==> config.mk <==
export PLATFORM = sky130hd
export DESIGN_NAME = cvt_irq_flag_ctrl
export DESIGN_NICKNAME = d
export VERILOG_FILES = /design/src/rtl/cvt_irq_pkg.sv /design/src/rtl/cvt_irq_cfg.sv /design/src/rtl/cvt_irq_line.sv /design/src/rtl/cvt_irq_flag_ctrl.sv
export SDC_FILE = /design/constraint.sdc
export NUM_CORES = 1
export LEC_CHECK = 0
export BUFFER_PORTS_ARGS = -buffer_cell sky130_fd_sc_hd__buf_2
export CORE_ASPECT_RATIO = 0.75
export CORE_UTILIZATION = 40
export CTS_CLUSTER_DIAMETER = 30
export CTS_CLUSTER_SIZE = 30
export DETAILED_ROUTE_END_ITERATION = 6
export SKIP_LAST_GASP = 1
export SLEW_MARGIN = 20
export SYNTH_ARGS = -nofsm -noshare
export SYNTH_HDL_FRONTEND = slang
export SYNTH_SLANG_ARGS = --single-unit
==> constraint.sdc <==
create_clock -name clk -period 3.2 [get_ports clk]
set_clock_uncertainty 0.05 [all_clocks]
set_input_delay 0.48 -clock clk [delete_from_list [all_inputs] [get_ports clk]]
set_output_delay 0.48 -clock clk [all_outputs]
set_load 0.02 [all_outputs]
==> src/rtl/cvt_irq_pkg.sv <==
package cvt_irq_pkg;

    localparam int LINES     = 9;
    localparam int SRC_COUNT = 32;
    localparam int SEL_W     = $clog2(SRC_COUNT);
    localparam int DATA_W    = 16;
    localparam int ADDR_W    = 4;

    localparam logic [ADDR_W-1:0] A_FLAG     = 4'd0;
    localparam logic [ADDR_W-1:0] A_FLAG_CLR = 4'd1;
    localparam logic [ADDR_W-1:0] A_OVF      = 4'd2;
    localparam logic [ADDR_W-1:0] A_OVF_CLR  = 4'd3;
    localparam logic [ADDR_W-1:0] A_ENABLE   = 4'd4;
    localparam logic [ADDR_W-1:0] A_CONT     = 4'd5;
    localparam logic [ADDR_W-1:0] A_SEL_BASE = 4'd6;

    typedef struct packed {
        logic             en;
        logic             cont;
        logic [SEL_W-1:0] sel;
    } line_cfg_t;

    function automatic logic [DATA_W-1:0] widen_lines(input logic [LINES-1:0] v);
        return {{(DATA_W-LINES){1'b0}}, v};
    endfunction

    function automatic logic [DATA_W-1:0] widen_sel(input logic [SEL_W-1:0] v);
        return {{(DATA_W-SEL_W){1'b0}}, v};
    endfunction

    function automatic logic [ADDR_W-1:0] sel_addr(input int idx);
        return A_SEL_BASE + ADDR_W'(idx);
    endfunction

endpackage

==> src/rtl/cvt_irq_cfg.sv <==
module cvt_irq_cfg
    import cvt_irq_pkg::*;
(
    input  logic              clk,
    input  logic              rst,
    input  logic              wr_i,
    input  logic [ADDR_W-1:0] addr_i,
    input  logic [DATA_W-1:0] wdata_i,
    output line_cfg_t         cfg_o [LINES],
    output logic [LINES-1:0]  flag_clr_o,
    output logic [LINES-1:0]  ovf_clr_o
);

    line_cfg_t cfg_q [LINES];

    for (genvar i = 0; i < LINES; i++) begin : g_cfg
        always_ff @(posedge clk) begin
            if (rst) begin
                cfg_q[i] <= '0;
            end else if (wr_i) begin
                if (addr_i == A_ENABLE) cfg_q[i].en   <= wdata_i[i];
                if (addr_i == A_CONT)   cfg_q[i].cont <= wdata_i[i];
                if (addr_i == sel_addr(i)) cfg_q[i].sel <= wdata_i[SEL_W-1:0];
            end
        end
        assign cfg_o[i] = cfg_q[i];
    end

    assign flag_clr_o = (wr_i && addr_i == A_FLAG_CLR) ? wdata_i[LINES-1:0] : '0;
    assign ovf_clr_o  = (wr_i && addr_i == A_OVF_CLR)  ? wdata_i[LINES-1:0] : '0;

endmodule

==> src/rtl/cvt_irq_line.sv <==
module cvt_irq_line
    import cvt_irq_pkg::*;
(
    input  logic                 clk,
    input  logic                 rst,
    input  line_cfg_t            cfg_i,
    input  logic [SRC_COUNT-1:0] eoc_i,
    input  logic                 flag_clr_i,
    input  logic                 ovf_clr_i,
    output logic                 irq_o,
    output logic                 flag_o,
    output logic                 ovf_o
);

    logic flag_q, ovf_q, irq_q;
    logic evt, held, fire;

    assign evt  = cfg_i.en & eoc_i[cfg_i.sel];
    assign held = ~cfg_i.cont & (flag_q | ovf_q);
    assign fire = evt & ~held;

    always_ff @(posedge clk) begin
        if (rst) begin
            flag_q <= 1'b0;
            ovf_q  <= 1'b0;
            irq_q  <= 1'b0;
        end else begin
            irq_q  <= fire;
            flag_q <= fire | (flag_q & ~(flag_clr_i & ~evt));
            ovf_q  <= (evt & flag_q) | (ovf_q & ~ovf_clr_i);
        end
    end

    assign irq_o  = irq_q;
    assign flag_o = flag_q;
    assign ovf_o  = ovf_q;

    assert_irq_sets_flag_R2: assert property (@(posedge clk) disable iff (rst)
        irq_q |-> flag_q);
    assert_ovf_on_pending_R5: assert property (@(posedge clk) disable iff (rst)
        evt && flag_q |=> ovf_q);
    assert_held_after_pulse_R6: assert property (@(posedge clk) disable iff (rst)
        irq_q && !cfg_i.cont |=> !irq_q);
    assert_cont_fires_R7: assert property (@(posedge clk) disable iff (rst)
        evt && cfg_i.cont |=> irq_q);
    assert_disabled_quiet_R8: assert property (@(posedge clk) disable iff (rst)
        !cfg_i.en |=> !irq_q);
    assert_event_beats_clear_R9: assert property (@(posedge clk) disable iff (rst)
        evt && flag_q && flag_clr_i |=> flag_q);

endmodule

==> src/rtl/cvt_irq_flag_ctrl.sv <==
module cvt_irq_flag_ctrl
    import cvt_irq_pkg::*;
(
    input  logic                 clk,
    input  logic                 rst,
    input  logic [SRC_COUNT-1:0] eoc_i,
    input  logic                 reg_wr_i,
    input  logic [ADDR_W-1:0]    reg_addr_i,
    input  logic [DATA_W-1:0]    reg_wdata_i,
    output logic [DATA_W-1:0]    reg_rdata_o,
    output logic [LINES-1:0]     irq_o
);

    line_cfg_t        cfg [LINES];
    logic [LINES-1:0] flag_clr, ovf_clr, flags, ovfs;
    logic [LINES-1:0] en_bits, cont_bits;

    cvt_irq_cfg u_cfg (
        .clk        (clk),
        .rst        (rst),
        .wr_i       (reg_wr_i),
        .addr_i     (reg_addr_i),
        .wdata_i    (reg_wdata_i),
        .cfg_o      (cfg),
        .flag_clr_o (flag_clr),
        .ovf_clr_o  (ovf_clr)
    );

    for (genvar i = 0; i < LINES; i++) begin : g_line
        cvt_irq_line u_line (
            .clk        (clk),
            .rst        (rst),
            .cfg_i      (cfg[i]),
            .eoc_i      (eoc_i),
            .flag_clr_i (flag_clr[i]),
            .ovf_clr_i  (ovf_clr[i]),
            .irq_o      (irq_o[i]),
            .flag_o     (flags[i]),
            .ovf_o      (ovfs[i])
        );
        assign en_bits[i]   = cfg[i].en;
        assign cont_bits[i] = cfg[i].cont;
    end

    always_comb begin
        reg_rdata_o = '0;
        case (reg_addr_i)
            A_FLAG:   reg_rdata_o = widen_lines(flags);
            A_OVF:    reg_rdata_o = widen_lines(ovfs);
            A_ENABLE: reg_rdata_o = widen_lines(en_bits);
            A_CONT:   reg_rdata_o = widen_lines(cont_bits);
            default: begin
                for (int i = 0; i < LINES; i++) begin
                    if (reg_addr_i == sel_addr(i)) reg_rdata_o = widen_sel(cfg[i].sel);
                end
            end
        endcase
    end

    assert_clr_reads_zero_R4: assert property (@(posedge clk) disable iff (rst)
        (reg_addr_i == A_FLAG_CLR || reg_addr_i == A_OVF_CLR) |-> reg_rdata_o == '0);
    assert_flag_write_ignored_R3: assert property (@(posedge clk) disable iff (rst)
        reg_wr_i && reg_addr_i == A_FLAG && eoc_i == '0 |=> $stable(flags));

endmodule

==> out/qor.yml <==
grt:
  grt_pass1_wl_um: 33000
  first_global_vias: 5345
  globalRoute.totalOverflow: 0
  antenna_found_initial: 0
  grt_max_degree: 27
  groute.usage.overall_pct: 25.3
logic_synthesis:
  synth-seq-cells: 90
  synth-main-ff-cell: "edfxtp_1"
  post-synth-top-area-cell: "edfxtp_1"
  synth.cells.most_frequent: "84 x mux4_2, 64 x and2_1, 63 x edfxtp_1, 39 x nor2_1"
  synth_top_area_share_pct: 27.3
  synth_cell_types: 55
  ys_top_cells_by_area: "edfxtp_1 27%, mux4_2 27%, dfxtp_1 7.8%, and2_1 5.8%, mux2i_1 3.2%"
  synth_edf_count: 63
  post-synth-top-count-cell: "mux4_2"
  netlist_area_um2: 6930
  syn_inst: 601
  ys_async_sr_fraction_pct: 0
  syn_avg_cell_area_um2: 11.5
  yosysWarnings: 0
  seq_area_frac_synth_pct: 35.1
min_path:
  hold_start: "reg_wdata_i[6]"
  worst_hold_path.endpoint: "g_line[6].u_line.flag_o"
  min_path_type: "in -> reg"
  hold_depth: 3
detailed_routing:
  drt-vias-per-instance: 6.57
  first_pass_iters: 6
  drt_iter0_drc: 865
  routed_wirelength_um: 21600
  ant_nets: 0
  drc: 0
  wl_per_cell_um: 25.1
  num_vias: 5667
die:
  die_h_um: 116
  die_area_um2: 17900
  fp.dieW_um: 154
  rows: 41
  pin_count: 80
  core-area_um2: 16900
  initial_core_util_pct: 41.1
outcome:
  outcome: "finished clean"
cts:
  clock_latency_ns: 0.35
  h-tree-depth: 3
  cts.repair.resized: 0
  cts_root_buf: "clkbuf_16"
  cts_setup_buffers: 0
  clockBufferDepth: 2
  cts_tree: "built"
  cts-buffers-inserted: 9
  hold_buffers: 0
  cts.sinks: 90
  clkSlewWorstSetupHoldPaths_ns: 0.07
power_and_ir_drop:
  p_seq_share_pct: 45.4
  vdd_drop_max_mv: 0.225
  intPower_uw: 2270
  p_switching_uw: 960
  power.leakage_uw: 0.00273
  swShare_pct: 29.7
  p_comb_share_pct: 22.6
  power_uw: 3230
  clock_power_share_pct: 32.0
  power_density_nw_per_um2: 420
worst_setup_path:
  r2r_end: "g_line[3].u_line.flag_o"
  criticalPathCategory: "reg -> out"
  critPathRequiredTime_ns: 2.67
  max_stage_delay_ns: 0.63
  cp_slowest_cell: "edfxtp_1"
  worst-r2r-setup-slack_ns: 0.51
  critPathMaxFanout: 9
  regToRegStartpoint: "u_cfg.cfg_q[3][0]"
  worstPathArrival_ns: 2.50
  start_kind: "flop"
  worstRegToRegCells: 5
  end_kind: "output port"
  crit_chain: "mux2i_1, o21ai_0, a222oi_1, o22ai_1, a221o_1, buf_2"
sta:
  max_freq_mhz: 331
  rsz0062_at_grt: "no"
  finalMaxSlewViolations: 0
  period_minus_slack_ns: 3.03
  hold_violations: 0
  fin_setup_tns_ns: 0
  worst_slew_pin_slew_ns: 0.834
  slew_headroom_pct: 43.8
  setup_ws_ns: 0.175
  finalCritPeriodShare_pct: 94.5
  setup_viol: 0
job:
  drv_cap: 0
finish:
  fillers: 1538
  drive_gt1_share_pct: 31.5
  instances_no_fill: 863
  multi_input_area_um2: 4150
  area_growth_pct: 11.0
  finalCoreUtilization_pct: 45.6
  nets: 698
  diodes: 0
  regArea_um2: 2430
placement:
  gp_congestion: 0.945
  placed_cells: 847
  port_buffers: 65
  dp_slack_ns: 0.316
  hpwl_um: 16100
## cell type report
class | count | share of cell area (%)
clock inverters | 5 | 0.439
well taps | 215 | 3.50
repair buffers | 87 | 6.38
flip-flops and latches | 90 | 31.6
multi-input cells | 439 | 54.0
inverters | 16 | 0.781
clock buffers | 11 | 3.30
## state kept, by name, indices dropped and copies added (netlist names)
| register | cells |
|---|---|
| g_line.u_line.ovf_o | 9 |
| g_line.u_line.irq_o | 9 |
| g_line.u_line.flag_o | 9 |
| u_cfg.cfg_q | 63 |
## through the flow
stage	hold WS (ns)	instance area [um2]
2_1_floorplan	0.415	6950
3_3_place_gp	0.438	7400
3_5_place_dp	0.447	7400
4_1_cts	0.365	7690
5_1_grt	0.385	7690
6_report	0.376	7690
## worst max-delay path by stage
stage / from / end / depth (start not counted)
3_3_place_gp: reg_addr_i[2] / reg_rdata_o[0] / 7
3_5_place_dp: reg_addr_i[2] / reg_rdata_o[0] / 7
6_report: u_cfg.cfg_q[1][0] / reg_rdata_o[0] / 6
5_1_grt: u_cfg.cfg_q[1][0] / reg_rdata_o[0] / 6
2_1_floorplan: reg_addr_i[2] / reg_rdata_o[4] / 8
4_1_cts: u_cfg.cfg_q[1][0] / reg_rdata_o[0] / 6
## logic make-up after synthesis
kind of cell           count (synthesis)  synth area share (%)
multiplexers                         112                  31.4
AO/OA/AOI/OAI                        109                  11.0
other                                  1                0.0541
buffers and inverters                 78                  5.32
AND/OR/NAND/NOR                      211                  17.0
flip-flops                            90                  35.1
## power groups by stage
stage / clock, uW / sequential (uW) / combinational, uW
3_3_place_gp: 0 / 1480 / 706
5_1_grt: 1100 / 1480 / 777
4_1_cts: 1050 / 1460 / 723
3_5_place_dp: 0 / 1490 / 719
6_report: 1030 / 1470 / 730
2_1_floorplan: 0 / 1400 / 560
## critical path, delay by kind of cell, from the launching register on
| family | cells | cell delay (ns) |
|---|---|---|
| compound gates | 4 | 1.05 |
| flops | 1 | 0.63 |
| mux | 1 | 0.29 |
| buf+inv | 1 | 0.17 |
## cells in the final DEF, fill, tap and decap left out, drive strengths merged, types with 4 or more instances in the layout
cell,n
inv,18
a21oi,11
o21ai,26
edfxtp,63
and2,64
dfxtp,27
mux4,84
nor2b,8
nand3,8
mux2i,22
conb,7
nand3b,5
a22oi,4
nand2b,8
nor4b,5
nor2,39
buf,87
a32o,14
or3b,8
nand2,34
o21a,6
clkbuf,11
mux2,6
a31oi,4
nor3b,8
o22ai,19
nor3,10
## per-layer routing
| layer | global-route usage, % | wire length, um |
|---|---|---|
| met2 | 38.2 | 9650 |
| met3 | 6.21 | 2410 |
| met1 | 36.1 | 9200 |
| met4 | 7.20 | 368 |
| met5 | 0 | 0 |
Power figures use the tool's default switching activity.
